==> src/rtl/ref_divider_pkg.sv <==
package ref_divider_pkg;

  // Per-cycle strobes from control to datapath.
  typedef struct packed {
    logic tick;      // counter advance enable (prescaler output or every cycle)
    logic fineMode;  // live range selection
  } div_strobes_t;

endpackage

==> src/rtl/ref_divider_ctrl.sv <==
module ref_divider_ctrl
  import ref_divider_pkg::*;
#(
  parameter int RATIO_W   = 15,
  parameter int COARSE_W  = 13,
  parameter int PRE_BITS  = 3,
  parameter int MIN_RATIO = 5
) (
  input  logic               oscClk,
  input  logic               rstN,
  input  logic               modeFine,
  input  logic [RATIO_W-1:0] ratioWord,
  input  logic               loadStrobe,
  input  logic               termCount,
  output div_strobes_t       strobes,
  output logic [RATIO_W-1:0] reloadVal
);

  localparam int PRE_MAX = (1 << PRE_BITS) - 1;
  localparam logic [RATIO_W-1:0] MIN_VAL = RATIO_W'(MIN_RATIO);

  logic [RATIO_W-1:0]  rawVal;
  logic [RATIO_W-1:0]  clampVal;
  logic [RATIO_W-1:0]  pendRatio;
  logic                pendFine;
  logic                liveFine;
  logic [PRE_BITS-1:0] preCnt;

  // Coarse range keeps only the low COARSE_W bits of the ratio word.
  generate
    if (COARSE_W < RATIO_W) begin : g_coarseMask
      always_comb begin
        if (modeFine) rawVal = ratioWord;
        else          rawVal = {{(RATIO_W-COARSE_W){1'b0}}, ratioWord[COARSE_W-1:0]};
      end
    end else begin : g_fullWidth
      always_comb rawVal = ratioWord;
    end
  endgenerate

  always_comb clampVal = (rawVal < MIN_VAL) ? MIN_VAL : rawVal;

  // Holding register: written by the strobe only.
  always_ff @(posedge oscClk or negedge rstN) begin
    if (!rstN) begin
      pendRatio <= MIN_VAL;
      pendFine  <= 1'b0;
    end else if (loadStrobe) begin
      pendRatio <= clampVal;
      pendFine  <= modeFine;
    end
  end

  // Live range and prescaler: both restart at terminal count.
  always_ff @(posedge oscClk or negedge rstN) begin
    if (!rstN) begin
      liveFine <= 1'b0;
      preCnt   <= '0;
    end else if (termCount) begin
      liveFine <= pendFine;
      preCnt   <= '0;
    end else begin
      preCnt   <= preCnt + 1'b1;
    end
  end

  always_comb begin
    strobes.fineMode = liveFine;
    strobes.tick     = liveFine | (preCnt == PRE_BITS'(PRE_MAX));
    reloadVal        = pendRatio - 1'b1;
  end

endmodule

==> src/rtl/ref_divider_dp.sv <==
module ref_divider_dp
  import ref_divider_pkg::*;
#(
  parameter int RATIO_W   = 15,
  parameter int MIN_RATIO = 5
) (
  input  logic               oscClk,
  input  logic               rstN,
  input  div_strobes_t       strobes,
  input  logic [RATIO_W-1:0] reloadVal,
  output logic               termCount,
  output logic [RATIO_W-1:0] countVal,
  output logic               frPulse
);

  always_comb termCount = strobes.tick && (countVal == '0);

  always_ff @(posedge oscClk or negedge rstN) begin
    if (!rstN) begin
      countVal <= RATIO_W'(MIN_RATIO - 1);
      frPulse  <= 1'b0;
    end else begin
      frPulse <= termCount;
      if (termCount)         countVal <= reloadVal;
      else if (strobes.tick) countVal <= countVal - 1'b1;
    end
  end

endmodule

==> src/rtl/ref_divider.sv <==
module ref_divider
  import ref_divider_pkg::*;
#(
  parameter int RATIO_W   = 15,
  parameter int COARSE_W  = 13,
  parameter int PRE_BITS  = 3,
  parameter int MIN_RATIO = 5
) (
  input  logic               oscClk,
  input  logic               rstN,
  input  logic               modeFine,
  input  logic [RATIO_W-1:0] ratioWord,
  input  logic               loadStrobe,
  output logic               frPulse
);

  div_strobes_t       strobes;
  logic [RATIO_W-1:0] reloadVal;
  logic [RATIO_W-1:0] countVal;
  logic               termCount;

  ref_divider_ctrl #(
    .RATIO_W(RATIO_W), .COARSE_W(COARSE_W),
    .PRE_BITS(PRE_BITS), .MIN_RATIO(MIN_RATIO)
  ) u_ctrl (
    .oscClk(oscClk), .rstN(rstN), .modeFine(modeFine), .ratioWord(ratioWord),
    .loadStrobe(loadStrobe), .termCount(termCount),
    .strobes(strobes), .reloadVal(reloadVal)
  );

  ref_divider_dp #(
    .RATIO_W(RATIO_W), .MIN_RATIO(MIN_RATIO)
  ) u_dp (
    .oscClk(oscClk), .rstN(rstN), .strobes(strobes), .reloadVal(reloadVal),
    .termCount(termCount), .countVal(countVal), .frPulse(frPulse)
  );

endmodule

==> config.mk <==
export PLATFORM = sky130hd
export DESIGN_NAME = ref_divider
export DESIGN_NICKNAME = d
export VERILOG_FILES = /design/src/rtl/ref_divider_pkg.sv /design/src/rtl/ref_divider_ctrl.sv /design/src/rtl/ref_divider_dp.sv /design/src/rtl/ref_divider.sv
export SDC_FILE = /design/constraint.sdc
export NUM_CORES = 1
export LEC_CHECK = 0
export ABC_AREA = 1
export BUFFER_PORTS_ARGS = -buffer_cell sky130_fd_sc_hd__buf_2
export CORE_MARGIN = 2
export CORE_UTILIZATION = 50
export CTS_BUF_LIST = sky130_fd_sc_hd__clkbuf_16
export DETAILED_ROUTE_END_ITERATION = 12
export GPL_TIMING_DRIVEN = 0
export PLACE_DENSITY = 0.79
export SYNTH_ARGS = -nofsm -noshare
export SYNTH_HDL_FRONTEND = slang
export SYNTH_SLANG_ARGS = --single-unit
==> constraint.sdc <==
create_clock -name oscClk -period 2.55 [get_ports oscClk]
set_input_delay 0.51 -clock oscClk [delete_from_list [all_inputs] [get_ports oscClk]]
set_output_delay 0.51 -clock oscClk [all_outputs]
set_load 0.01 [all_outputs]
Word-level counts from Yosys, hierarchy flattened
Cells that the tools add are included.
{"block": "op_classes", "eq_ne": 1, "bitwise_logic": 1, "n_mux": 5, "mul": 0, "n_lt_le_gt_ge": 1, "n_reduce_logical": 3, "n_div": 0, "shifts": 0, "n_addsub": 3}
{"cell": "2-to-1 mux 15 bit", "count": 4}
{"cell": "subtractor 15 x 1 -> 15 bit, second input constant", "count": 2}
{"cell": "zero test 15 bit", "count": 1}
{"cell": "less-than comparator 15 x 3 -> 1 bit, second input constant", "count": 1}
{"cell": "adder 3 x 1 -> 3 bit, second input constant", "count": 1}
{"cell": "== test 3 bit, second input constant", "count": 1}
{"cell": "2-to-1 mux 3 bit", "count": 1}
{"cell": "nonzero test 2 bit", "count": 1}
{"cell": "logical AND 1 bit", "count": 1}
{"cell": "OR 1 bit", "count": 1}
{"block": "totals", "elab_cells": 20, "ram_bits": 0, "ff_bits": 36, "romBits": 0, "latch_bits": 0, "memories": 0}

Longest topological paths before layout
Gate-level depths: netlist of the first run.
{"block": "logic_depth", "word_depth": 4, "depth_mapped": 17}

Cells and area by module
From an unflattened synthesis of the first run, not the netlist that was laid out.
{"block": "unflattened", "hier_cells": 347, "hier_area_um2": 2434.8}
{"module": "ref_divider_dp", "n_inst": 1, "cells_each": 182, "area_each_um2": 1253.7}
{"module": "ref_divider_ctrl", "n_inst": 1, "cells_each": 165, "area_each_um2": 1181.1}

Worst setup path before layout of the first run
OpenSTA, ideal clock, no wires.
{"block": "synth_path", "path_kind": "register to register", "startpoint": "register u_ctrl.preCnt[0]", "endpoint": "register u_dp.countVal[12]", "required_time_ns": 2.433, "arrival_ns": 1.983, "slack_ns": 0.450, "stages_incl_launch_ff": 17, "cell_sequence": "dfrtp_1 -> ha_1 -> ha_1 -> inv_1 -> nand2_1 -> nand3_1 -> nor2_4 -> buf_6 -> nand3_1 -> nand2_1 -> inv_1 -> ha_1 -> nand3_4 -> nor2_2 -> nand3_1 -> nand3_1 -> nand2_1"}
{"block": "synth_via", "elab_chain_len": 4}
{"item": "start, declared", "line_no": "ref_divider_ctrl.sv:27", "source": "logic [PRE_BITS-1:0] preCnt;"}
{"item": "start signal, assigned", "line_no": "ref_divider_ctrl.sv:63", "source": "preCnt <= preCnt + 1'b1;"}
{"item": "== test 3 bit *", "line_no": "ref_divider_ctrl.sv:69", "source": "strobes.tick = liveFine | (preCnt == PRE_BITS'(PRE_MAX));"}
{"item": "OR 1 bit *", "line_no": "ref_divider_ctrl.sv:69"}
{"item": "logical AND 1 bit", "line_no": "ref_divider_dp.sv:16", "source": "always_comb termCount = strobes.tick && (countVal == '0);"}
{"item": "2-to-1 mux 15 bit or nonzero test 2 bit (tied branches)"}
{"item": "end signal, assigned", "line_no": "ref_divider_dp.sv:20", "source": "countVal <= RATIO_W'(MIN_RATIO - 1);"}
{"item": "end signal, assigned", "line_no": "ref_divider_dp.sv:24", "source": "if (termCount) countVal <= reloadVal;"}
{"item": "end signal, assigned", "line_no": "ref_divider_dp.sv:25", "source": "else if (strobes.tick) countVal <= countVal - 1'b1;"}
{"item": "end, declared", "line_no": "ref_divider_dp.sv:12", "source": "output logic [RATIO_W-1:0] countVal,"}
Every way passes the cells marked *; elsewhere a longest branch is shown, timed or not.
A chain may end at the register's enable or synchronous reset.

Worst setup path after layout of the first run
Same ends and word-level chain as after synthesis.

==> impl_metrics.csv, run 1 <==
group,metric,value,unit
run_status,status,"finished clean",
sta,layout_setup_ws,0.224,ns
global_routing,grt_pass1_vias,2026,
sta,fin_crit_sh,91.2,%
clocking,cts_tree,"yes",
worst_setup_path,required,2.73,ns
global_routing,grt_pass1_wl,8.98,mm
synthesis,syn_area,2270,um^2
synthesis,synth_edf_count,0,
sta,hold_violations,0,
clocking,cts_buffers,5,
synthesis,yosysTopAreaCell,"dfrtp_1",
worst_setup_path,rr_worst_depth,16,
synthesis,async_reset_ff_share,100,%
pwr,leakage,1.39,nW
clocking,post-cts-setup-buffers,0,
routing,first_pass_iters,5,
worst_setup_path,reg2reg_setup_slack,0.22,ns
worst_setup_path,critPathKind,"flop to flop",
min_path,worstHoldPathType,"input port to async pin",
routing,postRouteAntennaNets,0,
global_routing,track_usage,22.4,%
synthesis,synth_ff_type,"dfrtp_1",
global_routing,grt_start_max_net_pins,37,
die,start_util,52.2,%
clocking,h-tree-depth,2,
synthesis,yosysWarnings,0,
clocking,clock-sinks,36,
sta,max_slew.worst_pin.slew,0.794,ns
sta,maxSlewViolCount,0,
synthesis,syn_inst,306,
sta,rsz0062_at_grt,"no",
worst_setup_path,rr_endpoint,"u_dp.countVal[12]",
synthesis,synth_top_area_share,36.3,%
synthesis,synthTopCellsByCount,"nand2_1, inv_1, dfrtp_1, nor2_1, nand3_1",
routing,num_vias,1969,
final_layout,layout-drive-gt1-share,20.4,%
routing,drt_iter0_drc,138,
die,dieWidth,71.4,um
placement,post-place-ws,0.213,ns
final_layout,area_delta_synth_final,14.5,%
routing,wl_per_cell,12.8,um
synthesis,synth_seq_cells,36,
pwr,vdd_ir_drop_max,0.000496,V
sta,final.setup_skew,0.00684,ns
global_routing,grt_antenna_before_repair,0,
synthesis,yosys.cell_count.top_type,"nand2_1",
job,drv_cap,0,
routing,drt_wl_total,4.91,mm
clocking,clkLatencyLatePin,0.29,ns
global_routing,grt_overflow,0,
die,io_pins,20,
worst_setup_path,cp.arrival,2.50,ns
sta,relSlewSlack,47.1,%
sta,fin_crit,2.33,ns
synthesis,synth_nets,328,
worst_setup_path,timing.rr.start,"u_ctrl.preCnt[0]",
sta,report.final.setup_viol,0,
worst_setup_path,start_kind,"flop",
synthesis,ys_types,34,
clocking,cts_root_buf,"clkbuf_16",
final_layout,antenna_cells,0,
worst_setup_path,crit_path_end_kind,"flop",
placement,portBuffers,19,
worst_setup_path,critPathMaxFanout,10,
routing,route.detailed.drc,0,
clocking,clk_pin_slew,0.06,ns
die,die_area,5100,um^2
placement,gp_congestion,0.921,
die,num_rows,24,
synthesis,synthTopCellsByArea,"dfrtp_1, nand2_1, inv_1",
routing,routed_via_density,5.11,
synthesis,avgSynthCellArea,7.43,um^2
sta,clock.fmax,0.430,GHz
die,die_h,71.4,um
synthesis,yosysSeqAreaShare,39.8,%
pwr,powerDensity,1040,nW/um^2
sta,finalSetupTns,0,ns
die,coreArea,4350,um^2
final_layout,fin_nets,354,
placement,hpwl,3.74,mm
clocking,clockBufferDepth,2,
## cell type report
cell class / count / area [um^2]
fillers: 362 / 1750
multi-input cells: 222 / 1170
flip-flops and latches: 36 / 905
inverters: 40 / 150
clock buffers: 5 / 125
repair buffers: 19 / 95.1
well taps: 52 / 65.1
plain buffers: 8 / 50.0
clock inverters: 3 / 42.5
## per-layer routing
metal / share of wire, % / vias to the layer above / global-route usage (%)
li1: - / 1024 / -
met1: 46 / 870 / 28.6
met2: 46 / 59 / 35.8
met3: 5.4 / 16 / 5.91
met4: 2.9 / 0 / 10.3
met5: 0 / - / 0
## per-stage QoR
step | instance area, um^2 | hold WS (ns) | instances | util [%] | power [mW]
final | 2600 | 0.312 | 385 | 59.8 | 2.70
after global routing | 2600 | 0.385 | 385 | 59.8 | 2.91
after CTS | 2600 | 0.339 | 385 | 59.7 | 2.70
after detailed placement | 2430 | 0.424 | 377 | 55.9 | 1.99
after global placement | 2430 | 0.421 | 377 | 55.9 | 1.96
after floorplan | 2270 | 0.214 | 306 | - | 1.75
## where the power goes
part	switching, mW	total, mW	internal [mW]
clock	0.246	0.705	0.459
sequential	0.0867	0.806	0.719
combinational	0.807	1.19	0.380
total	1.14	2.70	1.56
## logic make-up (layout without fill, tap and decap cells)
| group | count (synthesis) | after routing | share of synthesized area [%] |
|---|---|---|---|
| AOI/OAI and AO/OA | 29 | 29 | 7.71 |
| DFF | 36 | 36 | 39.8 |
| adders and majority gates | 3 | 3 | 1.65 |
| buffers and inverters | 48 | 75 | 8.81 |
| xor gates and xnor gates | 1 | 1 | 0.386 |
| and+or+nand+nor | 189 | 189 | 41.6 |
## critical path: stages (launching register included)
cell	delay, ns
dfrtp_1	0.37
ha_1	0.20
ha_1	0.17
inv_1	0.05
nand2_1	0.09
nand3_1	0.13
nor2_4	0.05
buf_6	0.15
nand3_1	0.08
nand2_1	0.07
inv_1	0.09
ha_2	0.22
nand3_4	0.12
nor2_2	0.19
nand3_1	0.09
nand3_1	0.09
nand2_1	0.06
## worst max path at each step
stage / startpoint / to / slack, ns / cells past startpoint
5_1_grt: u_ctrl.preCnt[0] / u_dp.countVal[12] / 0.02 / 16
2_1_floorplan: u_ctrl.preCnt[0] / u_dp.countVal[12] / 0.45 / 16
3_3_place_gp: u_ctrl.preCnt[0] / u_dp.countVal[12] / 0.24 / 16
4_1_cts: u_ctrl.preCnt[0] / u_dp.countVal[12] / 0.20 / 16
3_5_place_dp: u_ctrl.preCnt[0] / u_dp.countVal[12] / 0.21 / 16
6_report: u_ctrl.preCnt[0] / u_dp.countVal[12] / 0.22 / 16
## sequential cells by signal (all words and copies together), names as in the netlist
signal            count
u_ctrl.liveFine       1
u_ctrl.pendFine       1
u_ctrl.pendRatio     15
u_ctrl.preCnt         3
u_dp.countVal        15
u_dp.frPulse          1
## layout by cell type (no fill, tap or decap), types with 3 or more instances in the layout
cell type	instances
inv_2	4
clkbuf_16	5
inv_1	36
nor2_2	5
nor2_1	27
nand2_1	101
nand4_1	10
nand2_2	6
o21ai_1	4
dfrtp_1	33
nor2_4	4
nand3_1	22
clkbuf_1	4
dfstp_2	3
o21ai_0	14
buf_2	20
nand3_4	3
## what timing repair did
| item | CTS | global route |
|---|---|---|
| endpoints found under the setup margin | 0 | 2 |
| resized for setup | 0 | 1 |
| hold buffers | 0 | 0 |
No activity file was read; power rests on OpenSTA's default activity.
==> inputs of run 2 (changes only) <==
==> constraint.sdc (replaced) <==
create_clock -name oscClk -period 3 [get_ports oscClk]
set_input_delay 0.6 -clock oscClk [delete_from_list [all_inputs] [get_ports oscClk]]
set_output_delay 0.6 -clock oscClk [all_outputs]
set_load 0.01 [all_outputs]
==> run 2 against run 1 <==
Net effect: final cell count unchanged; critical path depth unchanged; register-to-register slack better by 0.43 ns; sequential share of layout area about the same; critical endpoint unchanged; sequential cell count unchanged; clock power down 15%; clock skew about the same.
==> impl_metrics.csv, run 2 (same netlist as run 1, synthesis figures left out) <==
group,metric,value,unit
clocking,clockBufferDepth,2,
die,die_area,5100,um^2
pwr,vdd_ir_drop_max,0.000422,V
worst_setup_path,crit_path_end_kind,"flop",
final_layout,final_common_cell,"nand2_1",
sta,finalSetupTns,0,ns
placement,portBuffers,19,
worst_setup_path,critPathKind,"flop to flop",
routing,postRouteAntennaNets,0,
final_layout,final_cell_mix,"nand2_1, inv_1, dfrtp_1",
clocking,postCtsHoldBufs,0,
clocking,cts_buffers,5,
placement,hpwl,3.74,mm
sta,relSlewSlack,47.1,%
routing,drt_wl_total,4.94,mm
pwr,p_int,1.32,mW
global_routing,grt_overflow,0,
die,die_h,71.4,um
placement,place_area,2430,um^2
global_routing,grt_pass1_wl,8.98,mm
pwr,switching_share,42.3,%
final_layout,final_cells,385,
routing,routed_via_density,5.16,
sta,clock.fmax,0.427,GHz
sta,rsz0062_at_grt,"no",
die,num_rows,24,
clocking,cts_root_buf,"clkbuf_16",
routing,num_vias,1986,
final_layout,layout-drive-gt1-share,20.1,%
final_layout,fin_area,2600,um^2
clocking,h-tree-depth,2,
routing,wl_per_cell,12.8,um
clocking,post-cts-setup-buffers,0,
sta,hold_violations,0,
die,dieWidth,71.4,um
clocking,clock-sinks,36,
worst_setup_path,critPathMaxFanout,10,
sta,final.setup_skew,0.00681,ns
sta,report.final.setup_viol,0,
final_layout,area_delta_synth_final,14.4,%
placement,dp.cells,377,
sta,maxSlewViolCount,0,
clocking,cts_tree,"yes",
routing,first_pass_iters,5,
pwr,combPwrFrac,44.0,%
sta,fin_crit,2.34,ns
routing,drt_iter0_drc,132,
pwr,powerDensity,881,nW/um^2
min_path,worstHoldPathType,"input port to async pin",
clocking,clkLatencyLatePin,0.29,ns
pwr,pwr-share-clk,26.1,%
routing,route.detailed.drc,0,
pwr,p_sw,0.970,mW
final_layout,reg_top3,"u_ctrl.pendRatio: 15 flops, u_dp.countVal: 15 flops, u_ctrl.preCnt: 3 flops",
pwr,p_seq_share,29.9,%
worst_setup_path,required,3.18,ns
worst_setup_path,startpoint,"u_ctrl.preCnt[0]",
global_routing,grt_antenna_before_repair,0,
clocking,cts_resized,0,
global_routing,grt_start_max_net_pins,37,
global_routing,track_usage,22.4,%
run_status,status,"finished clean",
worst_setup_path,timing.rr.start,"u_ctrl.preCnt[0]",
placement,gp_congestion,0.921,
pwr,leakage,1.39,nW
die,start_util,52.2,%
global_routing,grt_pass1_vias,2026,
final_layout,fin_nets,354,
final_layout,antenna_cells,0,
job,drv_cap,0,
sta,max_slew.worst_pin.slew,0.793,ns
worst_setup_path,cp.arrival,2.52,ns
worst_setup_path,start_kind,"flop",
clocking,clk_pin_slew,0.06,ns
die,io_pins,20,
die,coreArea,4350,um^2
sta,fin_crit_sh,78.1,%
[run 2: final cells by class]
cell class,instances,area [um^2]
clock inverter,3,42.5
clock buffer,5,125
fill,363,1750
inverter,40,150
multi-input combinational,222,1170
timing repair buffer,19,95.1
tap,52,65.1
sequential,36,905
buffer,8,50.0
[run 2: final timing paths]
kind                                             to  slack (ns)  cells after the start
worst max register to register    u_dp.countVal[12]        0.66                     16
worst max-delay path              u_dp.countVal[12]        0.66                     16
worst min register to register     u_ctrl.preCnt[0]        0.43                      1
min in group oscClk                u_ctrl.preCnt[0]        0.43                      1
worst min-delay path            u_ctrl.pendRatio[6]        0.40                      1
max in group asynchronous          u_dp.countVal[5]        2.09                      1
[run 2: critical path, cell delays in order, from the launching register on]
cell and delay [ns]:
dfrtp_1 0.37, ha_1 0.20, ha_1 0.17, inv_1 0.05
nand2_1 0.09, nand3_1 0.13, nor2_4 0.05, buf_6 0.15
nand3_1 0.08, nand2_1 0.07, inv_1 0.09, ha_1 0.23
nand3_4 0.13, nor2_2 0.19, nand3_1 0.09, nand3_1 0.09
nand2_1 0.06
[run 2: per-stage QoR]
| step | hold WS (ns) | total power [mW] | util (%) | worst slack (ns) |
|---|---|---|---|---|
| final | 0.402 | 2.29 | 59.7 | 0.656 |
| after global routing | 0.466 | 2.47 | 59.7 | 0.436 |
| after CTS | 0.429 | 2.30 | 59.7 | 0.654 |
| after detailed placement | 0.424 | 1.69 | 55.9 | 0.663 |
| after global placement | 0.421 | 1.67 | 55.9 | 0.694 |
| after floorplan | 0.304 | 1.49 | - | 0.900 |
[run 2: power groups by stage]
stage | Sequential [mW] | Clock [mW] | Combinational, mW
6_report | 0.685 | 0.599 | 1.01
5_1_grt | 0.705 | 0.620 | 1.14
4_1_cts | 0.685 | 0.605 | 1.00
3_5_place_dp | 0.693 | 0 | 0.998
3_3_place_gp | 0.687 | 0 | 0.979
2_1_floorplan | 0.672 | 0 | 0.820
[run 2: routing by layer]
layer / up-vias / track usage [%] / part of all wire, %
met2: 61 / 35.8 / 45
met1: 883 / 28.6 / 46
li1: 1024 / - / -
met4: 0 / 10.3 / 3.2
met5: - / 0 / 0
met3: 18 / 5.91 / 5.3
==> inputs of run 3 (changes only) <==
--- a/config.mk
+++ b/config.mk
@@ -12,7 +12,7 @@
 export CTS_BUF_LIST = sky130_fd_sc_hd__clkbuf_16
 export DETAILED_ROUTE_END_ITERATION = 12
 export GPL_TIMING_DRIVEN = 0
-export PLACE_DENSITY = 0.79
+export PLACE_DENSITY = 0.81
 export SYNTH_ARGS = -nofsm -noshare
 export SYNTH_HDL_FRONTEND = slang
 export SYNTH_SLANG_ARGS = --single-unit
==> constraint.sdc (replaced) <==
create_clock -name oscClk -period 2.1 [get_ports oscClk]
set_input_delay 0.42 -clock oscClk [delete_from_list [all_inputs] [get_ports oscClk]]
set_output_delay 0.42 -clock oscClk [all_outputs]
set_load 0.01 [all_outputs]
==> run 3 against run 2 <==
Net effect: routed wire length is 6.7% higher; clock skew shrank 0.00063 ns; die area is the same; highest routed layer unchanged.
==> impl_metrics.csv, run 3 (same netlist as run 1, synthesis figures left out) <==
group,metric,value,unit
pwr,p_sw,1.57,mW
final_layout,fin_nets,364,
routing,num_vias,2043,
pwr,p_int,1.93,mW
placement,hpwl,3.77,mm
die,io_pins,20,
global_routing,groute.layer.met1.usage,28.9,%
routing,route.detailed.drc,0,
worst_setup_path,rr_worst_depth,16,
final_layout,final_cells,395,
global_routing,grt_antenna_before_repair,0,
clocking,clock-sinks,36,
run_status,status,"finished clean",
global_routing,top_usage_layer,"met2",
pwr,pwr-share-clk,20.7,%
min_path,worstHoldPathType,"input port to async pin",
worst_setup_path,rr_endpoint,"u_dp.countVal[14]",
final_layout,reg_top3,"u_ctrl.pendRatio: 15 flops, u_dp.countVal: 15 flops, u_ctrl.preCnt: 3 flops",
worst_setup_path,startpoint,"u_ctrl.preCnt[0]",
final_layout,final_common_cell,"nand2_1",
pwr,powerDensity,1250,nW/um^2
final_layout,fin_area,2810,um^2
sta,rsz0062_at_grt,"yes",
worst_setup_path,cpMostUsedCell,"nand3_4",
sta,layout_setup_ws,0.0125,ns
clocking,cts_buffers,5,
worst_setup_path,timing.rr.start,"u_ctrl.preCnt[0]",
global_routing,track_usage,23.2,%
placement,place_area,2430,um^2
sta,hold_violations,0,
pwr,leakage,1.45,nW
sta,maxSlewViolCount,0,
global_routing,grt_overflow,0,
clocking,clk_pin_slew,0.06,ns
placement,portBuffers,19,
global_routing,grt_use_met3,3.66,%
sta,report.final.setup_viol,0,
sta,fin_crit_sh,99.4,%
worst_setup_path,path_cells,"ha_2 > ha_4 > inv_2 > nand2_4 > nand3_4 > nor2_4 > buf_6 > nand3_4 > nand2_2 > inv_2 > ha_4 > nand3_4 > nor2_4 > nand4_1 > nand3_1 > nand2_1",
sta,final.setup_skew,0.00618,ns
routing,postRouteAntennaNets,0,
die,num_rows,24,
worst_setup_path,critPathMaxFanout,5,
die,die_h,71.4,um
clocking,postCtsHoldBufs,0,
pwr,vdd_ir_drop_max,0.000580,V
global_routing,grt_start_max_net_pins,37,
final_layout,antenna_cells,0,
job,drv_cap,0,
routing,wl_per_cell,13.3,um
final_layout,fin_util,64.4,%
clocking,h-tree-depth,2,
clocking,cts_root_buf,"clkbuf_16",
die,coreArea,4350,um^2
sta,fin_crit,2.09,ns
pwr,p_seq_share,28.1,%
worst_setup_path,slowest_delay,0.38,ns
pwr,total_power,3.51,mW
worst_setup_path,crit_path_end_kind,"flop",
worst_setup_path,worstSetupEndpoint,"u_dp.countVal[14]",
clocking,clkLatencyLatePin,0.28,ns
routing,drt_iter0_drc,138,
clocking,cts_tree,"yes",
routing,drt_wl_total,5.27,mm
final_layout,area_delta_synth_final,23.5,%
worst_setup_path,cp.arrival,2.26,ns
worst_setup_path,required,2.27,ns
worst_setup_path,critPathKind,"flop to flop",
pwr,switching_share,44.8,%
sta,hold_ws,0.211,ns
sta,finalSetupTns,0,ns
pwr,combPwrFrac,51.2,%
placement,gp_congestion,0.923,
die,die_area,5100,um^2
sta,max_slew.worst_pin.slew,0.765,ns
clocking,clockBufferDepth,2,
global_routing,use_met2,39.4,%
sta,clock.fmax,0.479,GHz
worst_setup_path,reg2reg_setup_slack,0.01,ns
sta,relSlewSlack,49.0,%
worst_setup_path,critical-path-slowest-cell,"dfrtp_1",
worst_setup_path,start_kind,"flop",
placement,dp.cells,377,
global_routing,grt_pass1_wl,9.23,mm
routing,routed_via_density,5.17,
routing,first_pass_iters,4,
final_layout,final_cell_mix,"nand2_1, inv_1, dfrtp_1",
die,start_util,52.2,%
global_routing,grt_pass1_vias,2033,
placement,post-place-ws,-0.221,ns
die,dieWidth,71.4,um
final_layout,layout-drive-gt1-share,30.0,%
==> run 3: cell types whose count changed in the layout (fill, tap and decap cells not counted), sizes merged <==
cell / before / now
buf: 23 / 33
bufinv: 1 / 0
inv: 40 / 41
==> run 3: worst min path at each step <==
stage | start | to | slack (ns) | cells past startpoint
after floorplan | rstN | u_ctrl.liveFine | 0.12 | 0
after global placement | u_ctrl.preCnt[0] | u_ctrl.preCnt[0] | 0.42 | 1
after detailed placement | u_ctrl.preCnt[0] | u_ctrl.preCnt[0] | 0.43 | 1
after CTS | rstN | u_dp.countVal[4] | 0.25 | 1
after global routing | rstN | u_ctrl.pendFine | 0.29 | 1
final | rstN | u_ctrl.pendFine | 0.21 | 1
==> run 3: power by group through the flow <==
| stage | clock network [mW] | logic (mW) | registers, mW |
|---|---|---|---|
| after CTS | 0.737 | 1.59 | 0.981 |
| after floorplan | 0 | 1.17 | 0.960 |
| after global placement | 0 | 1.40 | 0.981 |
| final | 0.725 | 1.79 | 0.987 |
| after detailed placement | 0 | 1.43 | 0.991 |
| after global routing | 0.767 | 2.00 | 1.01 |
==> run 3: metal layers <==
layer / vias up / part of all wire [%]
li1: 1038 / -
met1: 942 / 44
met2: 52 / 50
met3: 11 / 4.3
met4: 0 / 2.2
met5: - / 0
==> run 3: final cells by class <==
| type | count | area, um^2 |
|---|---|---|
| fill | 339 | 1550 |
| multi-input combinational | 222 | 1320 |
| sequential | 36 | 905 |
| timing repair buffer | 29 | 174 |
| inverter | 40 | 150 |
| clock buffer | 5 | 125 |
| tap | 52 | 65.1 |
| buffer | 8 | 50.0 |
| clock inverter | 3 | 20.0 |
==> run 3: repair_timing <==
item,CTS,global route
resized for setup,14,27
setup buffers,6,3
gates cloned,1,0
setup endpoints to repair,12,13
pin swaps,12,11
==> run 3: critical path: cells and delay by family (launching register included) <==
family | cells | cell delay, ns
adders and majority gates | 3 | 0.50
buffers and inverters | 3 | 0.27
DFF | 1 | 0.38
and+or+nand+nor | 10 | 0.82
